### src/rtl/eep_pkg.sv
package eep_pkg;

    localparam int HOST_W    = 32;
    localparam int SEL_W     = 3;
    localparam int BYTE_W    = 8;
    localparam int AWORD_W   = 16;
    localparam int DWORD_W   = 32;
    localparam int REC_BYTES = (AWORD_W + DWORD_W) / BYTE_W;
    localparam int IDX_W     = $clog2(REC_BYTES);
    localparam logic [AWORD_W-1:0] END_MARK = '1;

    // request bit positions inside the pending vector
    localparam int PB_WR  = 0;
    localparam int PB_RD  = 1;
    localparam int PB_BST = 2;
    localparam int PEND_W = 3;

    typedef enum logic [SEL_W-1:0] {
        RSEL_CTRL  = 3'd0,
        RSEL_ADDR  = 3'd1,
        RSEL_DATA  = 3'd2,
        RSEL_BASE  = 3'd3,
        RSEL_BURST = 3'd4
    } rsel_e;

    typedef enum logic [1:0] {
        OP_NONE  = 2'd0,
        OP_WRITE = 2'd1,
        OP_READ  = 2'd2,
        OP_BURST = 2'd3
    } op_e;

    // fixed service order among pending requests
    function automatic op_e pick_op(input logic [PEND_W-1:0] p);
        if (p[PB_WR])       return OP_WRITE;
        else if (p[PB_RD])  return OP_READ;
        else if (p[PB_BST]) return OP_BURST;
        else                return OP_NONE;
    endfunction

endpackage

### src/rtl/eep_cfg_regs.sv
module eep_cfg_regs
    import eep_pkg::*;
#(
    parameter int EE_AW  = 16,
    parameter int BASE_W = 9
) (
    input  logic                 clk,
    input  logic                 rst,
    input  logic                 hw_en,
    input  logic [SEL_W-1:0]     hw_sel,
    input  logic [HOST_W-1:0]    hw_data,
    input  logic [SEL_W-1:0]     hr_sel,
    output logic [HOST_W-1:0]    hr_data,
    input  logic [PEND_W-1:0]    done_i,
    input  logic                 rd_load,
    input  logic [BYTE_W-1:0]    rd_byte,
    output logic [PEND_W-1:0]    pend_q,
    output logic [EE_AW-1:0]     addr_q,
    output logic [BYTE_W-1:0]    data_q,
    output logic [BASE_W-1:0]    base_q
);

    logic [PEND_W-1:0] set_req;

    always_comb begin
        set_req = '0;
        if (hw_en && hw_sel == RSEL_CTRL) begin
            set_req[PB_WR] = hw_data[0];
            set_req[PB_RD] = hw_data[1];
        end
        if (hw_en && hw_sel == RSEL_BURST)
            set_req[PB_BST] = hw_data[0];
    end

    always_ff @(posedge clk) begin
        if (rst) begin
            pend_q <= '0;
            addr_q <= '0;
            data_q <= '0;
            base_q <= '0;
        end else begin
            // completion clears; a repeat request for the running op merges into it
            pend_q <= (pend_q | set_req) & ~done_i;
            if (hw_en && hw_sel == RSEL_ADDR)
                addr_q <= hw_data[EE_AW-1:0];
            if (hw_en && hw_sel == RSEL_BASE)
                base_q <= hw_data[BASE_W-1:0];
            if (rd_load)
                data_q <= rd_byte;
            else if (hw_en && hw_sel == RSEL_DATA)
                data_q <= hw_data[BYTE_W-1:0];
        end
    end

    always_comb begin
        hr_data = '0;
        case (hr_sel)
            RSEL_CTRL:  hr_data[1:0]        = {pend_q[PB_RD], pend_q[PB_WR]};
            RSEL_ADDR:  hr_data[EE_AW-1:0]  = addr_q;
            RSEL_DATA:  hr_data[BYTE_W-1:0] = data_q;
            RSEL_BASE:  hr_data[BASE_W-1:0] = base_q;
            RSEL_BURST: hr_data[0]          = pend_q[PB_BST];
            default:    hr_data             = '0;
        endcase
    end

    // a write request bit only drops when the sequencer reports the write done
    a_r2_wr_clear_on_done: assert property (@(posedge clk) disable iff (rst)
        $fell(pend_q[PB_WR]) |-> $past(done_i[PB_WR]));

    // a read request bit only drops together with a data load
    a_r3_rd_clear_with_load: assert property (@(posedge clk) disable iff (rst)
        $fell(pend_q[PB_RD]) |-> $past(rd_load));

endmodule

### src/rtl/eep_rec_pack.sv
module eep_rec_pack
    import eep_pkg::*;
#(
    parameter int BASE_W = 9,
    localparam int LOW_W  = AWORD_W - 1,
    localparam int MEM_AW = BASE_W + LOW_W
) (
    input  logic                 clk,
    input  logic                 rst,
    input  logic                 byte_vld,
    input  logic [IDX_W-1:0]     byte_idx,
    input  logic [BYTE_W-1:0]    byte_in,
    input  logic [BASE_W-1:0]    base,
    output logic                 end_mark,
    output logic                 mem_we,
    output logic [MEM_AW-1:0]    mem_addr,
    output logic [DWORD_W-1:0]   mem_wdata
);

    localparam int AW_BYTES = AWORD_W / BYTE_W;
    localparam int DW_BYTES = DWORD_W / BYTE_W;
    localparam int LAST_IDX = REC_BYTES - 1;

    logic [AWORD_W-1:0]        aword;
    logic [DWORD_W-BYTE_W-1:0] dlow;

    assign end_mark = (byte_idx == IDX_W'(AW_BYTES - 1)) &&
                      ({byte_in, aword[BYTE_W-1:0]} == END_MARK);

    always_ff @(posedge clk) begin
        if (rst) begin
            aword     <= '0;
            dlow      <= '0;
            mem_we    <= 1'b0;
            mem_addr  <= '0;
            mem_wdata <= '0;
        end else begin
            mem_we <= 1'b0;
            if (byte_vld) begin
                for (int i = 0; i < AW_BYTES; i++)
                    if (byte_idx == IDX_W'(i))
                        aword[i*BYTE_W +: BYTE_W] <= byte_in;
                for (int j = 0; j < DW_BYTES - 1; j++)
                    if (byte_idx == IDX_W'(AW_BYTES + j))
                        dlow[j*BYTE_W +: BYTE_W] <= byte_in;
                if (byte_idx == IDX_W'(LAST_IDX)) begin
                    mem_we    <= 1'b1;
                    mem_addr  <= {base, aword[LOW_W-1:0]};
                    mem_wdata <= {byte_in, dlow};
                end
            end
        end
    end

    // a memory write always follows the final byte of a record
    a_r6_write_after_last_byte: assert property (@(posedge clk) disable iff (rst)
        mem_we |-> $past(byte_vld) && $past(byte_idx) == IDX_W'(LAST_IDX));

endmodule

### src/rtl/eep_seq.sv
module eep_seq
    import eep_pkg::*;
#(
    parameter int EE_AW  = 16,
    parameter int BASE_W = 9
) (
    input  logic                 clk,
    input  logic                 rst,
    input  logic [PEND_W-1:0]    pend,
    input  logic [EE_AW-1:0]     addr_q,
    input  logic [BYTE_W-1:0]    data_q,
    input  logic [BASE_W-1:0]    base_q,
    input  logic                 end_mark,
    input  logic                 ee_ack,
    output logic                 ee_req,
    output logic                 ee_we,
    output logic [EE_AW-1:0]     ee_addr,
    output logic [BYTE_W-1:0]    ee_wdata,
    output logic [PEND_W-1:0]    done_o,
    output logic                 rd_load,
    output logic                 byte_vld,
    output logic [IDX_W-1:0]     byte_idx,
    output logic [BASE_W-1:0]    base_cap
);

    localparam logic [IDX_W-1:0] LAST_IDX = IDX_W'(REC_BYTES - 1);
    localparam logic [IDX_W-1:0] AW_HI    = IDX_W'(AWORD_W / BYTE_W - 1);

    logic              busy;
    op_e               op;
    op_e               next_op;
    logic [EE_AW-1:0]  cur;
    logic [EE_AW-1:0]  resume;
    logic              touched;
    logic [BYTE_W-1:0] wcap;
    logic [IDX_W-1:0]  idx;
    logic              xfer_done;
    logic              burst_end;

    assign next_op   = pick_op(pend);
    assign xfer_done = busy && ee_ack;
    assign burst_end = (op == OP_BURST) && (idx == AW_HI) && end_mark;

    assign ee_req   = busy;
    assign ee_we    = busy && (op == OP_WRITE);
    assign ee_addr  = cur;
    assign ee_wdata = wcap;
    assign byte_vld = xfer_done && (op == OP_BURST);
    assign byte_idx = idx;

    always_comb begin
        done_o  = '0;
        rd_load = 1'b0;
        if (xfer_done) begin
            case (op)
                OP_WRITE: done_o[PB_WR] = 1'b1;
                OP_READ: begin
                    done_o[PB_RD] = 1'b1;
                    rd_load       = 1'b1;
                end
                OP_BURST: done_o[PB_BST] = burst_end;
                default: ;
            endcase
        end
    end

    always_ff @(posedge clk) begin
        if (rst) begin
            busy     <= 1'b0;
            op       <= OP_NONE;
            cur      <= '0;
            resume   <= '0;
            touched  <= 1'b0;
            wcap     <= '0;
            idx      <= '0;
            base_cap <= '0;
        end else if (!busy) begin
            if (next_op != OP_NONE) begin
                busy     <= 1'b1;
                op       <= next_op;
                idx      <= '0;
                wcap     <= data_q;
                base_cap <= base_q;
                if (next_op == OP_BURST)
                    cur <= touched ? resume : '0;
                else
                    cur <= addr_q;
            end
        end else if (ee_ack) begin
            resume  <= cur + EE_AW'(1);
            touched <= 1'b1;
            cur     <= cur + EE_AW'(1);
            if (op != OP_BURST || burst_end)
                busy <= 1'b0;
            else
                idx <= (idx == LAST_IDX) ? '0 : idx + IDX_W'(1);
        end
    end

    // one outstanding byte request, held stable until acknowledged
    a_r10_req_held: assert property (@(posedge clk) disable iff (rst)
        (ee_req && !ee_ack) |=> ee_req && $stable(ee_addr) && $stable(ee_we) && $stable(ee_wdata));

    // the very first burst after reset issues its first request at address 0
    a_r4_first_burst_origin: assert property (@(posedge clk) disable iff (rst)
        (!busy && !touched && next_op == OP_BURST) |=> ee_req && ee_addr == '0);

endmodule

### src/rtl/eep_access_seq.sv
module eep_access_seq
    import eep_pkg::*;
#(
    parameter int EE_AW  = 16,
    parameter int BASE_W = 9,
    localparam int MEM_AW = BASE_W + AWORD_W - 1
) (
    input  logic                 clk,
    input  logic                 rst,
    input  logic                 hw_en,
    input  logic [SEL_W-1:0]     hw_sel,
    input  logic [HOST_W-1:0]    hw_data,
    input  logic [SEL_W-1:0]     hr_sel,
    output logic [HOST_W-1:0]    hr_data,
    output logic                 ee_req,
    output logic                 ee_we,
    output logic [EE_AW-1:0]     ee_addr,
    output logic [BYTE_W-1:0]    ee_wdata,
    input  logic                 ee_ack,
    input  logic [BYTE_W-1:0]    ee_rdata,
    output logic                 mem_we,
    output logic [MEM_AW-1:0]    mem_addr,
    output logic [DWORD_W-1:0]   mem_wdata
);

    logic [PEND_W-1:0] pend;
    logic [PEND_W-1:0] done;
    logic [EE_AW-1:0]  addr_q;
    logic [BYTE_W-1:0] data_q;
    logic [BASE_W-1:0] base_q;
    logic [BASE_W-1:0] base_cap;
    logic              rd_load;
    logic              byte_vld;
    logic [IDX_W-1:0]  byte_idx;
    logic              end_mark;

    eep_cfg_regs #(.EE_AW(EE_AW), .BASE_W(BASE_W)) u_regs (
        .clk     (clk),
        .rst     (rst),
        .hw_en   (hw_en),
        .hw_sel  (hw_sel),
        .hw_data (hw_data),
        .hr_sel  (hr_sel),
        .hr_data (hr_data),
        .done_i  (done),
        .rd_load (rd_load),
        .rd_byte (ee_rdata),
        .pend_q  (pend),
        .addr_q  (addr_q),
        .data_q  (data_q),
        .base_q  (base_q)
    );

    eep_seq #(.EE_AW(EE_AW), .BASE_W(BASE_W)) u_seq (
        .clk      (clk),
        .rst      (rst),
        .pend     (pend),
        .addr_q   (addr_q),
        .data_q   (data_q),
        .base_q   (base_q),
        .end_mark (end_mark),
        .ee_ack   (ee_ack),
        .ee_req   (ee_req),
        .ee_we    (ee_we),
        .ee_addr  (ee_addr),
        .ee_wdata (ee_wdata),
        .done_o   (done),
        .rd_load  (rd_load),
        .byte_vld (byte_vld),
        .byte_idx (byte_idx),
        .base_cap (base_cap)
    );

    eep_rec_pack #(.BASE_W(BASE_W)) u_pack (
        .clk       (clk),
        .rst       (rst),
        .byte_vld  (byte_vld),
        .byte_idx  (byte_idx),
        .byte_in   (ee_rdata),
        .base      (base_cap),
        .end_mark  (end_mark),
        .mem_we    (mem_we),
        .mem_addr  (mem_addr),
        .mem_wdata (mem_wdata)
    );

    // a byte write on the EEPROM port only happens for a pending write request
    a_r9_write_has_request: assert property (@(posedge clk) disable iff (rst)
        (ee_req && ee_we) |-> pend[PB_WR]);

    // memory writes only occur while the burst request is still open
    a_r8_mem_inside_burst: assert property (@(posedge clk) disable iff (rst)
        mem_we |-> pend[PB_BST]);

endmodule

### config.mk
export PLATFORM = sky130hd
export DESIGN_NAME = eep_access_seq
export DESIGN_NICKNAME = d
export VERILOG_FILES = /design/src/rtl/eep_pkg.sv /design/src/rtl/eep_cfg_regs.sv /design/src/rtl/eep_rec_pack.sv /design/src/rtl/eep_seq.sv /design/src/rtl/eep_access_seq.sv
export SDC_FILE = /design/constraint.sdc
export NUM_CORES = 1
export LEC_CHECK = 0
export ABC_AREA = 0
export BUFFER_PORTS_ARGS = -buffer_cell sky130_fd_sc_hd__buf_2
export CAP_MARGIN = 40
export CORE_MARGIN = 2
export CORE_UTILIZATION = 35
export DETAILED_ROUTE_END_ITERATION = 10
export PLACE_DENSITY = 0.58
export SLEW_MARGIN = 20
export SYNTH_ARGS = -nofsm -noshare
export SYNTH_HDL_FRONTEND = slang
export SYNTH_SLANG_ARGS = --single-unit
### constraint.sdc
create_clock -name clk -period 2.6 [get_ports clk]
set_input_delay 0.13 -clock clk [delete_from_list [all_inputs] [get_ports clk]]
set_output_delay 0.13 -clock clk [all_outputs]
set_load 0.005 [all_outputs]
; ---- After elaboration in Yosys (flattened, before gate mapping)
; Index checks and enable logic that the tools add are counted.
[op_classes]
addsub = 2
n_eq_ne = 21
n_reduce_logical = 29
n_bitwise = 5
mux = 32
[ops]
columns = op, n
row1 = 2-to-1 mux 16 bit, 5
row2 = "equality test 3 x 2 -> 1 bit, second input constant", 6
row3 = 2-to-1 mux 3 bit, 6
row4 = one-hot mux 6 bit (3 select lines), 1
row5 = AND reduction 2 bit, 9
row6 = "adder 16 x 1 -> 16 bit, second input constant", 1
row7 = "equality test 16 bit, second input constant", 1
row8 = 2-to-1 mux 8 bit, 2
row9 = "equality test 3 bit, second input constant", 4
row10 = logical AND 1 bit, 11
row11 = 2-to-1 mux 1 bit, 10
row12 = "equality test 3 x 1 -> 1 bit, second input constant", 3
row13 = zero test 3 bit, 3
row14 = 2-to-1 mux 2 bit, 4
row15 = 2-to-1 mux 7 bit, 1
row16 = "equality test 2 bit, second input constant", 3
row17 = "!= test 2 bit, second input constant", 3
row18 = nonzero test 2 bit, 3
row19 = one-hot mux 1 bit (5 select lines), 1
row20 = one-hot mux 1 bit (4 select lines), 1
row21 = "adder 3 x 1 -> 3 bit, second input constant", 1
row22 = AND 3 bit, 1
row23 = inverter 3 bit, 1
row24 = OR 3 bit, 1
row25 = 6 further kinds, 7
[totals]
register_bits = 188
elab_cells = 109
out_inout_bits = 115
in_bits = 50

; ---- Logic depth before layout (Yosys ltp)
[logic_depth]
word_depth = 7
mapped_depth = 7

; ---- Hierarchy
; From an unflattened synthesis, not the netlist that was laid out.
[hier_totals]
hier_cells = 995
area_unflattened_um2 = 8177.8
[modules_own_cells]
columns = module, cells_each, area_per_inst_um2, instances, seq_area_each_um2
row1 = eep_rec_pack, 406, 3459.6, 1, 1921.8
row2 = eep_seq, 362, 2852.7, 1, 1121.1
row3 = eep_cfg_regs, 227, 1865.5, 1, 720.7

; ---- Least setup slack after synthesis
; OpenSTA, ideal clock, no wires.
[synth_timing]
path_kind = register to register
startpoint = reg u_seq.idx[0] (netlist: u_seq.byte_idx[0])
endpoint = reg u_seq.idx[0] (netlist: u_seq.byte_idx[0])
arrival_ps = 2045
stages_incl_launch_ff = 6
path_slack_ps = 432
synth_period_minus_slack_ps = 2168
setup_ps = 123
required_time_ps = 2477
cell_sequence = dfxtp_1 -> buf_4 -> or3b_1 -> or4_4 -> o311a_4 -> mux2_1
[synth_via]
elab_chain_len = 6
[synth_rtl]
columns = item, line_no
row1 = "start, declared", eep_seq.sv:36  ; logic [IDX_W-1:0] idx;
row2 = "start signal, assigned", eep_seq.sv:96  ; idx <= (idx == LAST_IDX) ? '0 : idx + IDX_W'(1);
row3 = "parallel branches: the longest is 6 deep, another holds adder 3 x 1 -> 3 bit", -
; Parallel ways; which one is timed is not known. The select of a mux whose other input is x is not followed.
; A chain may end at the register's enable or synchronous reset.

; ---- Final worst setup path
[layout_timing]
startpoint = reg u_seq.idx[0] (netlist: u_seq.byte_idx[0])
endpoint = reg u_seq.idx[2] (netlist: u_seq.byte_idx[2])
; The elaborated chain is that of the path after synthesis.

==> impl_metrics.toml <==
[finish]
fin_util = 0.4301
area_growth_syn_to_layout_pct = 21.33
filler_cell_count = 2280
layout-drive-gt1-share = 0.1841
stdcell_area_mm2 = 0.009678
fin_nets = 1136
antenna_cells = 0

[power]
clkPwrFrac = 0.455
peakVddDrop_mv = 0.4503
p_per_area_mw_per_mm2 = 622.8
sw_frac_of_total = 0.2633
combPwrFrac = 0.058
intPower_mw = 4.441
power.switching_mw = 1.587
p_seq_frac = 0.487
power_mw = 6.028
p_leak_nw = 3.704

[logic_synthesis]
yosysUniqueCellTypes = 55
ys_dominant_reg_cell = "dfxtp_1"
synth_edf_count = 0
async_flop_share = 0
ys_ff_latch = 188
ys_seq_area_frac = 0.4718
synth_warnings = 0
synth_area_mm2 = 0.007976
avgSynthCellArea_um2 = 8.249
synthCells = 967

[route]
wl_mm = 21.76
wl_per_cell_um = 15.74
drc_errors = 0
drtAntennaViolNets = 0
via_per_inst = 5.037
drtPass1Iterations = 5
vias = 6961
drtIter0Drc = 457

[cts]
htree_num_levels = 4
tritoncts = "done"
cts_root_buf = "clkbuf_16"
path_clk_slew_ns = 0.07
cts_setup_buffers = 0
cts_buffers = 17
clock_sinks = 188
clock_path_buffers = 2
clk_latency_ns = 0.44

[setup_path]
regToRegSetupSlack_ns = 0.26
cp_num_buf_inv = 0
crit_start = "u_seq.byte_idx[0]"
reg2reg_to = "u_seq.byte_idx[2]"
cp-endpoint = "u_seq.byte_idx[2]"
path_cells = "or3b_1 > or4_4 > o311a_4 > mux2_1"
cp_num_cells = 4
r2r_start = "u_seq.byte_idx[0]"
crit_family = "simple AND/OR/NAND/NOR gates"
end_kind = "flop"
worstSetupStartpointType = "flop"
rr_worst_depth = 4
critPathArrivalTime_ns = 2.67
path_max_fanout = 9
crit_slowest_cell = "or4_4"
crit_type = "reg -> reg"
worst_ep_required_time_ns = 2.93
max_stage_delay_ns = 0.58

[die]
start_util = 0.3545
die_h_um = 155.0
fp.coreArea_mm2 = 0.02250
die_area_mm2 = 0.02401
rows = 55
io_pins = 165
die_w_um = 155.0

[placement]
port_buffers = 132
place_congestion = 0.8144
place_area_mm2 = 0.008877
hpwl_mm = 14.51

[outcome]
outcome = "finished, final reports clean"

[sta]
setup_viol = 0
rsz0062_at_grt = "no"
max_slew.worst_pin.slew_ns = 0.6333
fin_skew_ns = 0.01152
fin_crit_sh = 0.9011
drv_slew = 0
timing.fmax_mhz = 426.8
fin_setup_tns_ns = 0
hold_viol = 0
relSlewSlack = 0.5778
period_minus_slack_ns = 2.343

[grt]
antenna_found_initial = 0
gr-total-overflow = 0
grt_pass1_vias = 6280
grt_pass1_wl_mm = 34.01
grt_max_degree = 77
grtUsageTotal = 0.1782

[worst_hold_path]
holdCritPathClass = "in -> reg"

[job]
max_cap_violations = 0
[registers in the layout, summed over array words and instances, names as in the netlist, 9 cells and up]
signal / count
u_pack.dlow: 24
u_seq.ee_addr: 16
u_seq.base_cap: 9
u_pack.aword: 15
u_pack.mem_wdata: 32
u_regs.base_q: 9
u_seq.resume: 16
u_regs.addr_q: 16
u_pack.mem_addr: 24
[stage by stage]
stage                     hold slack (ns)  std cells  setup slack, ns
final                             0.04725       1382           0.2572
after CTS                         0.03859       1382           0.2611
after detailed placement           0.3821       1334           0.2747
after global placement             0.3769       1333           0.3123
after floorplan                    0.2660        982           0.4316
after global routing              0.06664       1382           0.1584
[cell usage after synthesis (3+ instances only)]
master,count,area [um2]
and2_1,18,112.6
nand3b_1,4,30.03
nor2b_1,8,50.05
nor4_2,3,37.54
mux2_2,4,45.04
or2_2,3,18.77
nor3_1,5,25.02
buf_4,17,127.6
a211oi_1,24,180.2
mux2i_1,59,590.6
nor3b_1,3,22.52
a21oi_1,111,555.5
nand2_1,225,844.6
o22a_1,6,52.55
o21ai_0,11,55.05
nor4_1,3,18.77
a41oi_1,3,26.28
a31oi_1,6,37.54
and3_1,9,56.30
o32ai_1,9,78.83
dfxtp_1,188,3764
o31ai_1,3,22.52
clkbuf_1,64,240.2
buf_1,4,15.01
xnor2_1,10,87.58
and4_1,3,26.28
nand4_1,8,50.05
nor2_1,85,319.1
nand3_1,9,45.04
or3_1,3,18.77
inv_1,21,78.83
a22oi_1,7,52.55
[worst min-delay path: stages]
cell     delay (ns)
buf_2          0.18
nand2_1        0.08
a21oi_1        0.05
[power by group through the flow]
| stage | clock, mW | combinational, mW | sequential (mW) |
|---|---|---|---|
| after floorplan | 0 | 0.225 | 2.99 |
| after global placement | 0 | 0.329 | 3.01 |
| after detailed placement | 0 | 0.331 | 3.01 |
| after CTS | 2.81 | 0.350 | 2.94 |
| after global routing | 2.91 | 0.382 | 2.94 |
| final | 2.74 | 0.350 | 2.94 |
[cell type report]
type                            count  area (um2)  share of cell area
Timing Repair Buffer              169        1017              0.1051
Sequential cell                   188        3764              0.3889
Clock buffer                       17       425.4             0.04396
Clock inverter                     15       215.2             0.02224
Tap cell                          285       356.6             0.03685
Inverter                           22       82.58            0.008533
Multi-Input combinational cell    686        3817              0.3944
[layer usage]
| metal | vias up | wire, um | part of all wire | GRT usage |
|---|---|---|---|---|
| met2 | 189 | 10050 | 0.46 | 0.2830 |
| met4 | 0 | 364 | 0.017 | 0.05688 |
| met1 | 3270 | 10370 | 0.48 | 0.2474 |
| li1 | 3482 | - | - | - |
| met5 | - | 0 | 0 | 0 |
| met3 | 20 | 977 | 0.045 | 0.03008 |
[worst min path at each step]
stage / to / slack, ns / cells past startpoint / from
final: u_pack.mem_wdata[25] / 0.05 / 3 / ee_rdata[1]
after global routing: u_pack.mem_wdata[24] / 0.07 / 3 / ee_rdata[0]
after floorplan: u_regs.addr_q[3] / 0.27 / 2 / hw_data[3]
after CTS: u_pack.mem_wdata[25] / 0.04 / 3 / ee_rdata[1]
after global placement: u_regs.addr_q[10] / 0.38 / 3 / hw_data[10]
after detailed placement: u_regs.addr_q[11] / 0.38 / 3 / hw_data[11]
[kinds of logic (layout without fill, tap and decap cells)]
group           Yosys count  after routing  share of synthesized area
other cells               1             16                  0.0004701
xor+xnor                 12             12                    0.01318
flops                   188            188                     0.4718
mux                      66             66                    0.08533
fa+ha+maj                 2              2                   0.003137
simple gates            400            400                     0.2221
buf+inv                 108            223                    0.05898
compound gates          190            190                     0.1449
[repair_timing]
action	4_1_cts	5_1_grt
resized for setup	0	0
endpoints found under the hold margin	25	0
hold buffers	16	0
[placed cells by master, fill, tap and decap left out, types with 11 or more instances in the layout]
master / instances
a211oi_1: 24
conb_1: 16
dfxtp_1: 188
inv_1: 21
buf_4: 19
dlygate4sd3_1: 16
a21oi_1: 111
clkbuf_16: 17
and2_1: 18
buf_2: 131
nor2_1: 84
nand2_1: 225
o21ai_0: 11
mux2i_1: 59
No activity file was read; power rests on OpenSTA's default activity.
